## src/rtl/tmr_pkg.sv

```systemverilog
package tmr_pkg;

  typedef enum logic [1:0] {
    CM_HALT = 2'd0,
    CM_UP   = 2'd1,
    CM_FREE = 2'd2,
    CM_UPDN = 2'd3
  } cmode_t;

  typedef struct packed {
    logic       outbit;
    logic       cap;
    logic [2:0] omode;
  } chcfg_t;

  localparam logic [2:0] A_MODE = 3'd0;
  localparam logic [2:0] A_CNT  = 3'd1;
  localparam logic [2:0] A_CCR0 = 3'd2;
  localparam logic [2:0] A_CFG0 = 3'd4;

  // next pin value from own equality (ex) and period equality (e0)
  function automatic logic out_law(input logic [2:0] m, input logic cur,
                                   input logic e0, input logic ex);
    logic r;
    r = cur;
    case (m)
      3'd1: if (ex) r = 1'b1;
      3'd2: if (ex && e0) r = 1'b1; else if (ex) r = ~cur; else if (e0) r = 1'b0;
      3'd3: if (ex) r = 1'b1; else if (e0) r = 1'b0;
      3'd4: if (ex) r = ~cur;
      3'd5: if (ex) r = 1'b0;
      3'd6: if (ex && e0) r = 1'b0; else if (ex) r = ~cur; else if (e0) r = 1'b1;
      3'd7: if (ex) r = 1'b0; else if (e0) r = 1'b1;
      default: r = cur;
    endcase
    return r;
  endfunction

endpackage

```

## src/rtl/tmr_cnt.sv

```systemverilog
module tmr_cnt
  import tmr_pkg::*;
#(
  parameter int W = 16
) (
  input  logic         clk,
  input  logic         rst_n,
  input  logic         adv,
  input  cmode_t       cmode,
  input  logic [W-1:0] period,
  input  logic         ld,
  input  logic [W-1:0] ld_val,
  output logic [W-1:0] cnt,
  output logic         wrap
);
  localparam logic [W-1:0] ONE = W'(1);

  logic         dn_q;
  logic [W-1:0] nxt;
  logic         nxt_dn;
  logic         wrap_c;

  always_comb begin
    nxt    = cnt;
    nxt_dn = dn_q;
    wrap_c = 1'b0;
    case (cmode)
      CM_UP: begin
        if (cnt >= period) begin
          nxt    = '0;
          wrap_c = 1'b1;
        end else nxt = cnt + ONE;
      end
      CM_FREE: begin
        nxt    = cnt + ONE;
        wrap_c = &cnt;
      end
      CM_UPDN: begin
        if (!dn_q) begin
          if (cnt >= period) begin
            nxt_dn = 1'b1;
            nxt    = (cnt == '0) ? '0 : cnt - ONE;
          end else nxt = cnt + ONE;
        end else if (cnt == '0) begin
          nxt_dn = 1'b0;
          nxt    = (period == '0) ? '0 : ONE;
        end else begin
          nxt    = cnt - ONE;
          wrap_c = (cnt == ONE);
        end
      end
      default: nxt = cnt;
    endcase
  end

  assign wrap = adv & wrap_c;

  always_ff @(posedge clk or negedge rst_n) begin
    if (!rst_n) begin
      cnt  <= '0;
      dn_q <= 1'b0;
    end else if (ld) begin
      cnt <= ld_val;
    end else if (adv) begin
      cnt  <= nxt;
      dn_q <= nxt_dn;
    end
  end

endmodule

```

## src/rtl/tmr_chan.sv

```systemverilog
module tmr_chan
  import tmr_pkg::*;
#(
  parameter int W = 16
) (
  input  logic         clk,
  input  logic         rst_n,
  input  logic         adv,
  input  chcfg_t       cfg,
  input  logic [W-1:0] cnt,
  input  logic         eq0_in,
  input  logic         updn,
  input  logic         ccr_ld,
  input  logic [W-1:0] ccr_wdata,
  input  logic         cap_edge,
  output logic [W-1:0] ccr,
  output logic         equ,
  output logic         hit,
  output logic         take,
  output logic         pend,
  output logic         pin
);
  logic zero_hit;
  logic pin_nxt;

  assign equ      = (cnt == ccr);
  assign take     = adv & cfg.cap & pend;
  assign hit      = cfg.cap ? take : (adv & equ);
  assign zero_hit = updn & (cnt == '0) & equ;

  always_comb begin
    if (zero_hit && cfg.omode == 3'd2)      pin_nxt = 1'b0;
    else if (zero_hit && cfg.omode == 3'd6) pin_nxt = 1'b1;
    else pin_nxt = out_law(cfg.omode, pin, eq0_in, equ);
  end

  always_ff @(posedge clk or negedge rst_n) begin
    if (!rst_n) begin
      ccr  <= '0;
      pend <= 1'b0;
      pin  <= 1'b0;
    end else begin
      if (take)        ccr <= cnt;
      else if (ccr_ld) ccr <= ccr_wdata;
      pend <= cfg.cap ? ((pend & ~take) | cap_edge) : 1'b0;
      if (cfg.omode == 3'd0) pin <= cfg.outbit;
      else if (adv)          pin <= pin_nxt;
    end
  end

endmodule

```

## src/rtl/tmr_irq.sv

```systemverilog
module tmr_irq #(
  parameter int NF = 3,
  localparam int CW = $clog2(NF + 1)
) (
  input  logic          clk,
  input  logic          rst_n,
  input  logic [NF-1:0] set,
  input  logic          rd,
  output logic [NF-1:0] flags,
  output logic [CW-1:0] code
);
  logic [NF-1:0] clr;

  always_comb begin
    code = '0;
    for (int i = NF - 1; i >= 0; i--)
      if (flags[i]) code = CW'(i + 1);
  end

  always_comb begin
    clr = '0;
    if (rd && code != '0) clr[code - CW'(1)] = 1'b1;
  end

  always_ff @(posedge clk or negedge rst_n) begin
    if (!rst_n) flags <= '0;
    else        flags <= (flags & ~clr) | set;
  end

endmodule

```

## src/rtl/tmr_ccu.sv

```systemverilog
module tmr_ccu
  import tmr_pkg::*;
#(
  parameter int W = 16
) (
  input  logic         clk,
  input  logic         rst_n,
  input  logic         tick,
  input  logic         wr_en,
  input  logic [2:0]   wr_addr,
  input  logic [W-1:0] wr_data,
  input  logic         iv_rd,
  input  logic [1:0]   cap_in,
  output logic [1:0]   iv_code,
  output logic [2:0]   irq_flags,
  output logic [W-1:0] cnt_val,
  output logic [W-1:0] ccr0_val,
  output logic [W-1:0] ccrx_val,
  output logic [1:0]   pwm_out
);
  localparam int NCH = 2;

  cmode_t       cmode_q;
  chcfg_t       cfg_q   [NCH];
  logic [W-1:0] ccr     [NCH];
  logic         equ     [NCH];
  logic         hit     [NCH];
  logic         take    [NCH];
  logic         pend    [NCH];
  logic         cedge   [NCH];
  logic [1:0]   s1, s2, s3;
  logic         eq0_d;
  logic         cnt_ld;
  logic         adv;
  logic         wrap;

  assign cnt_ld = wr_en && (wr_addr == A_CNT);
  assign adv    = tick && !cnt_ld && (cmode_q != CM_HALT);

  always_ff @(posedge clk or negedge rst_n) begin
    if (!rst_n) begin
      cmode_q <= CM_HALT;
      s1      <= '0;
      s2      <= '0;
      s3      <= '0;
      eq0_d   <= 1'b0;
    end else begin
      if (wr_en && wr_addr == A_MODE) cmode_q <= cmode_t'(wr_data[1:0]);
      s1 <= cap_in;
      s2 <= s1;
      s3 <= s2;
      if (adv) eq0_d <= equ[0];
    end
  end

  tmr_cnt #(.W(W)) cnt_i (
    .clk(clk), .rst_n(rst_n), .adv(adv), .cmode(cmode_q), .period(ccr[0]),
    .ld(cnt_ld), .ld_val(wr_data), .cnt(cnt_val), .wrap(wrap)
  );

  for (genvar i = 0; i < NCH; i++) begin : g_ch
    logic eq0_sel;
    if (i == 0) begin : g_per
      assign eq0_sel = equ[0];
    end else begin : g_gen
      assign eq0_sel = (cmode_q == CM_UP) ? eq0_d : equ[0];
    end

    always_ff @(posedge clk or negedge rst_n) begin
      if (!rst_n) cfg_q[i] <= '0;
      else if (wr_en && wr_addr == A_CFG0 + 3'(i)) cfg_q[i] <= chcfg_t'(wr_data[4:0]);
    end

    assign cedge[i] = s2[i] & ~s3[i];

    tmr_chan #(.W(W)) ch_i (
      .clk(clk), .rst_n(rst_n), .adv(adv), .cfg(cfg_q[i]), .cnt(cnt_val),
      .eq0_in(eq0_sel), .updn(cmode_q == CM_UPDN),
      .ccr_ld(wr_en && wr_addr == A_CCR0 + 3'(i)), .ccr_wdata(wr_data),
      .cap_edge(cedge[i]), .ccr(ccr[i]), .equ(equ[i]), .hit(hit[i]),
      .take(take[i]), .pend(pend[i]), .pin(pwm_out[i])
    );
  end

  assign ccr0_val = ccr[0];
  assign ccrx_val = ccr[1];

  tmr_irq #(.NF(3)) irq_i (
    .clk(clk), .rst_n(rst_n), .set({wrap, hit[1], hit[0]}), .rd(iv_rd),
    .flags(irq_flags), .code(iv_code)
  );

endmodule

```

## config.mk

```make
export PLATFORM = sky130hd
export DESIGN_NAME = tmr_ccu
export DESIGN_NICKNAME = d
export VERILOG_FILES = /design/src/rtl/tmr_pkg.sv /design/src/rtl/tmr_cnt.sv /design/src/rtl/tmr_chan.sv /design/src/rtl/tmr_irq.sv /design/src/rtl/tmr_ccu.sv
export SDC_FILE = /design/constraint.sdc
export NUM_CORES = 1
export LEC_CHECK = 0
export CELL_PAD_IN_SITES_DETAIL_PLACEMENT = 0
export CELL_PAD_IN_SITES_GLOBAL_PLACEMENT = 2
export CORE_AREA = 2 2 127 129
export CTS_CLUSTER_DIAMETER = 80
export DETAILED_ROUTE_END_ITERATION = 10
export DIE_AREA = 0 0 129 131
export PLACE_DENSITY_LB_ADDON = 0.1
export SLEW_MARGIN = 20
export SYNTH_ARGS = -nofsm -noshare
export SYNTH_HDL_FRONTEND = slang
export SYNTH_SLANG_ARGS = --single-unit
```

## constraint.sdc

```tcl
create_clock -name clk -period 3.1 [get_ports clk]
set_input_delay 0.62 -clock clk [delete_from_list [all_inputs] [get_ports clk]]
set_output_delay 0.62 -clock clk [all_outputs]
set_load 0.02 [all_outputs]
```

-- After elaboration in Yosys (flattened, before gate mapping)
Cells that the tools add are included.
- word-level logic and storage cells: 175
- bits in registers: 75
- output and inout port bits: 55
- input port bits: 26
- eq/ne operators: 31
- bitwise logic cells: 26
- reduce and logical (&&, ||, !) cells: 38
- $add $sub $neg: 3
- magnitude comparators: 3
- muxes and demuxes: 54
- operators by type and width (cell ; number):
    16-bit 2-to-1 mux ; 11
    16-bit case mux with 3 select lines ; 1
    1-bit 2-to-1 mux ; 34
    16-bit equality test ; 2
    16-bit logical NOT ; 2
    3-bit equality test, second input constant ; 10
    5-bit by 1-bit != test with 1-bit output, second input constant ; 6
    3-bit by 2-bit equality test with 1-bit output, second input constant ; 6
    16-bit by 1-bit adder with 16-bit output, second input constant ; 1
    16-bit by 1-bit equality test with 1-bit output, second input constant ; 1
    16-bit greater-or-equal comparator ; 1
    16-bit AND reduction ; 1
    16-bit by 1-bit subtractor with 16-bit output, second input constant ; 1
    1-bit logical AND ; 15
    1-bit AND ; 14
    2-bit nonzero test ; 7
    5-bit AND reduction ; 2
    10-bit nonzero test ; 1
    3-bit by 1-bit equality test with 1-bit output, second input constant ; 3
    3-bit logical NOT ; 3
    1-bit NOT ; 7
    1-bit case mux with 7 select lines ; 1
    2-bit 2-to-1 mux ; 3
    1-bit case mux with 3 select lines ; 2
    17 further kinds ; 20

-- Longest topological paths before layout
- depth after elaboration: 12
- mapped depth: 11
- mapped depth without buffers: 9

-- By module
Synthesis repeated with hierarchy kept, for this count alone.
- cells, all modules: 621
- area, all modules: 5459.0 um2
- modules (own cells, without submodules) (module ; cells an instance ; seq. area each (um2) ; area each (um2) ; instances):
    tmr_cnt ; 306 ; 425.4 ; 2235.9 ; 1
    tmr_chan (g_ch[0].ch_i) ; 127 ; 450.4 ; 1184.9 ; 1
    tmr_chan (g_ch[1].ch_i) ; 127 ; 450.4 ; 1158.6 ; 1
    tmr_ccu ; 48 ; 475.5 ; 737.0 ; 1
    tmr_irq ; 13 ; 75.1 ; 142.6 ; 1

-- Worst setup path after synthesis
Ideal clock, no wire load.
- path kind: register to register
- from: register cnt_i.cnt[0]
- to: register cnt_i.cnt[8]
- cell stages (with the launch flop): 12
- library setup time: 0.126 ns
- period minus slack after synthesis: 2.854 ns
- data arrival time: 2.728 ns
- data required time: 2.974 ns
- slack: 0.246 ns
- buffers on the path: 2
- path through: dfrtp_1 -> clkbuf_1 -> inv_1 -> ha_1 -> nand2b_1 -> a2111oi_0 -> o32a_1 -> a31oi_1 -> buf_2 -> a32oi_1 -> o211ai_1 -> nor3b_1
- longest elaborated chain between the ends: 7
- elaborated cells between the ends (all ways): 12
- classes of those cells: add/sub: 2; order compare: 1; mux: 8; reduce/logical: 1
- RTL lines (item ; RTL line ; RTL):
    start: declaration ; tmr_cnt.sv:13 ; output logic [W-1:0] cnt,
    start signal: assignment ; tmr_cnt.sv:63 ; cnt <= ld_val;
    start signal: assignment ; tmr_cnt.sv:65 ; cnt <= nxt;
    16-bit by 1-bit subtractor with 16-bit output / 16-bit logical NOT (equally long branches) ; tmr_cnt.sv:42, tmr_cnt.sv:48, tmr_cnt.sv:44 ;
    16-bit 2-to-1 mux ; tmr_cnt.sv:42 ; nxt = (cnt == '0) ? '0 : cnt - ONE;
    16-bit 2-to-1 mux ; tmr_cnt.sv:40 ; if (cnt >= period) begin
    16-bit 2-to-1 mux ; tmr_cnt.sv:39 ; if (!dn_q) begin
    16-bit case mux with 3 select lines * ; tmr_cnt.sv:27 ; case (cmode)
    16-bit 2-to-1 mux * ; tmr_cnt.sv:64 ; end else if (adv) begin
    16-bit 2-to-1 mux * ; tmr_cnt.sv:62 ; end else if (ld) begin
Every way passes the cells marked *; elsewhere a longest branch is shown, timed or not. The select of a mux whose other input is x is not followed.
A chain may end at the register's enable or synchronous reset.

-- Worst setup path in the final report
- from: register g_ch[0].ch_i.ccr[7]
- to: register cnt_i.cnt[4]
- longest elaborated chain between the ends: 6
- elaborated cells between the ends (all ways): 7
- classes of those cells: order compare: 1; mux: 6
- RTL lines (item ; RTL line ; RTL):
    start: declaration ; tmr_chan.sv:16 ; output logic [W-1:0] ccr,
    start signal: assignment ; tmr_chan.sv:43 ; if (take) ccr <= cnt;
    start signal: assignment ; tmr_chan.sv:44 ; else if (ccr_ld) ccr <= ccr_wdata;
    16-bit greater-or-equal comparator * ; tmr_cnt.sv:29, tmr_cnt.sv:40 ;
    16-bit 2-to-1 mux ; tmr_cnt.sv:40 ;
    16-bit 2-to-1 mux ; tmr_cnt.sv:39 ;
    16-bit case mux with 3 select lines * ; tmr_cnt.sv:27 ;
    16-bit 2-to-1 mux * ; tmr_cnt.sv:64 ;
    16-bit 2-to-1 mux * ; tmr_cnt.sv:62 ;
Marked as above.

==> run_results.csv <==
group,metric,value,unit
clocking,cts_made_buffers,9,
yosys,ys_seq_elements,75,
worst_hold_path,hp-class,"primary input to asynchronous set/reset pin",
clocking,clk_latency,0.35,ns
clocking,htreeDepth,3,
yosys,synthDistinctLibCells,56,
run_status,status,"completed",
clocking,root_buffer,"clkbuf_16",
global_routing,track_usage,21.7,%
floorplanning,initial_core_util,32.1,%
clocking,cts_hold_buf,0,
yosys,synth_warnings,0,
floorplanning,dieArea,16900,um2
setup_path,rrSetupSlack,0.15,ns
yosys,yosysTopAreaCellShare,37.5,%
clocking,cts_resized,0,
route,drt_first_pass_iters,5,
yosys,syn_area_per_cell,8.72,um2
route,wl_per_cell,19.8,um
yosys,synthArstFlopShare,100,%
yosys,synth_top_area_cell,"dfrtp_1",
yosys,synth_cells,574,
sta,tns,0,ns
yosys,synth_edf_count,0,
setup_path,crit_required,3.34,ns
yosys,yosys_most_used_dff,"dfrtp_1",
floorplanning,die_h,131,um
sta,fin_worst_skew,0.0120,ns
clocking,postCtsSetupBuffers,0,
run,drv_cap,0,
global_routing,grt_pass1_vias,4543,
place,port-buffer-count,80,
floorplanning,core_area,15600,um2
power_and_ir_drop,power.density,916,nW/um2
route,drtIter0Drc,319,
setup_path,critPathMaxFanout,7,
yosys,synth_common_cells,"dfrtp_1, nand2_1, o21ai_0",
cells_and_area,syn_to_final_growth,31.1,%
route,vias,4649,
sta,max_freq,339,MHz
setup_path,cp-start-kind,"register",
route,remaining_drc_errors,0,
sta,min_period_over_period,95.3,%
place,gp_congestion,0.921,
floorplanning,io_pins,81,
yosys,synth_nets,624,
cells_and_area,antenna_cells,0,
place,dp.final_hpwl,12900,um
yosys,syn-cell-area,5000,um2
route,drt_wl_total,17600,um
setup_path,endpoint_kind,"register",
sta,worst_pin_slew,0.734,ns
yosys,seq_area_frac_synth,37.5,%
cells_and_area,utilization,42.1,%
setup_path,crit_type,"register to register",
global_routing,grt_start_max_net_pins,76,
floorplanning,fp-row-count,46,
setup_path,arrival,3.20,ns
clocking,clk_path_buf_depth,2,
clocking,clkTransAtPathRegs,0.07,ns
yosys,synth_area_leaders,"dfrtp_1, mux2i_1, ha_1, nand2_1, o21ai_0",
sta,setup_violations,0,
cells_and_area,drive_gt1_share,11.9,%
sta,fin_crit,2.95,ns
sta,timing.max_slew.rel_slack,51.1,%
cells_and_area,n_fill_cell,1585,
sta,rsz0062_at_grt,"false",
yosys,yosysMostFrequentCell,"dfrtp_1",
sta,finalHoldViolCount,0,
cells_and_area,fin_nets,718,
power_and_ir_drop,leakage,2.81,nW
clocking,cts_tree,"yes",
power_and_ir_drop,vdd_drop_max,0.000423,V
global_routing,grt_pass1_wl,27300,um
global_routing,antenna_found_initial,0,
sta,report.final.slew_viol_count,0,
floorplanning,die_w,129,um
route,ant_nets,0,
global_routing,grt-ovfl-total,0,
route,via_per_inst,5.23,
clocking,cts.sinks,75,
power_and_ir_drop,total_power,0.00601,W
==> cell type report <==
cell class | count | area (um2) | share of cell area [%]
multi-input combinational | 431 | 2880 | 43.8
sequential | 75 | 1880 | 28.6
timing repair buffer | 123 | 1120 | 17.1
tap | 216 | 270 | 4.12
clock buffer | 9 | 225 | 3.43
inverter | 28 | 105 | 1.60
clock inverter | 7 | 81.3 | 1.24
==> flip-flops by register name, summed over array words and instances, names as in the netlist <==
| signal | count |
|---|---|
| cfg_q | 10 |
| cmode_q | 2 |
| cnt_i.cnt | 16 |
| cnt_i.dn_q | 1 |
| eq0_d | 1 |
| g_ch.ch_i.ccr | 32 |
| g_ch.ch_i.pend | 2 |
| g_ch.ch_i.pin | 2 |
| irq_i.flags | 3 |
| s1 | 2 |
| s2 | 2 |
| s3 | 2 |
==> final timing paths <==
check	depth (start not counted)	to	start
max in group asynchronous	1	g_ch[0].ch_i.ccr[2]$_DFFE_PN0P_	rst_n
min reg2reg	0	s2[1]$_DFF_PN0_	s1[1]$_DFF_PN0_
max	9	cnt_i.cnt[4]$_DFFE_PN0P_	g_ch[0].ch_i.ccr[7]$_DFFE_PN0P_
min	1	g_ch[1].ch_i.ccr[14]$_DFFE_PN0P_	rst_n
min in group clk	0	s2[1]$_DFF_PN0_	s1[1]$_DFF_PN0_
max reg2reg	9	cnt_i.cnt[4]$_DFFE_PN0P_	g_ch[0].ch_i.ccr[7]$_DFFE_PN0P_
==> stage by stage <==
step           instance area [um2]  worst slack, ns  hold slack [ns]  std cells
2_1_floorplan                 5000            0.246            0.324        574
3_3_place_gp                  6240            0.220            0.331        873
3_5_place_dp                  6240            0.188            0.339        873
4_1_cts                       6550            0.155            0.354        889
5_1_grt                       6560           0.0394            0.356        889
6_report                      6560            0.146            0.313        889
==> worst max-delay path, stage by stage (launching register included) <==
cell and delay [ns]:
dfrtp_1 0.40, inv_1 0.06, ha_1 0.31, nand4_1 0.19, or3_1 0.41, o32a_1 0.43, a31o_2 0.33, a221o_1 0.38
a221oi_2 0.27, nor2_1 0.06
==> cell families (layout without fill, tap and decap cells) <==
| group | after synthesis | in the layout | share of synthesized area (%) |
|---|---|---|---|
| AND/OR/NAND/NOR | 189 | 189 | 18.3 |
| AO/OA/AOI/OAI | 148 | 148 | 19.0 |
| flip-flops | 75 | 75 | 37.5 |
| buffers and inverters | 68 | 167 | 5.50 |
| multiplexers | 48 | 48 | 9.85 |
| adder cells (fa/ha/maj) | 24 | 24 | 6.00 |
| XOR/XNOR | 22 | 22 | 3.85 |
==> power breakdown <==
part / switching (W) / internal [W]
Sequential: 0.000331 / 0.00130
Combinational: 0.00185 / 0.00141
Clock: 0.000478 / 0.000637
==> placed cells by master (no fill, tap or decap), drive strengths merged, types with 9 or more instances in the layout <==
| cell | count |
|---|---|
| and3 | 9 |
| o211ai | 10 |
| nand3 | 9 |
| o21ai | 53 |
| inv | 32 |
| nand2 | 73 |
| xor2 | 20 |
| mux2 | 10 |
| buf | 44 |
| nor3 | 10 |
| nor4 | 16 |
| dfrtp | 75 |
| nor2 | 35 |
| mux2i | 38 |
| clkbuf | 9 |
| clkdlybuf4s50 | 79 |
| ha | 24 |
| a21oi | 30 |
==> routing by layer <==
layer / vias to the layer above / part of all wire (%) / global-route usage [%]
met5: - / 0 / 0
met2: 123 / 44 / 33.7
met3: 14 / 4.0 / 2.65
met1: 2252 / 50 / 31.7
met4: 0 / 1.5 / 6.46
li1: 2260 / - / -
No activity file was read; power rests on OpenSTA's default activity.
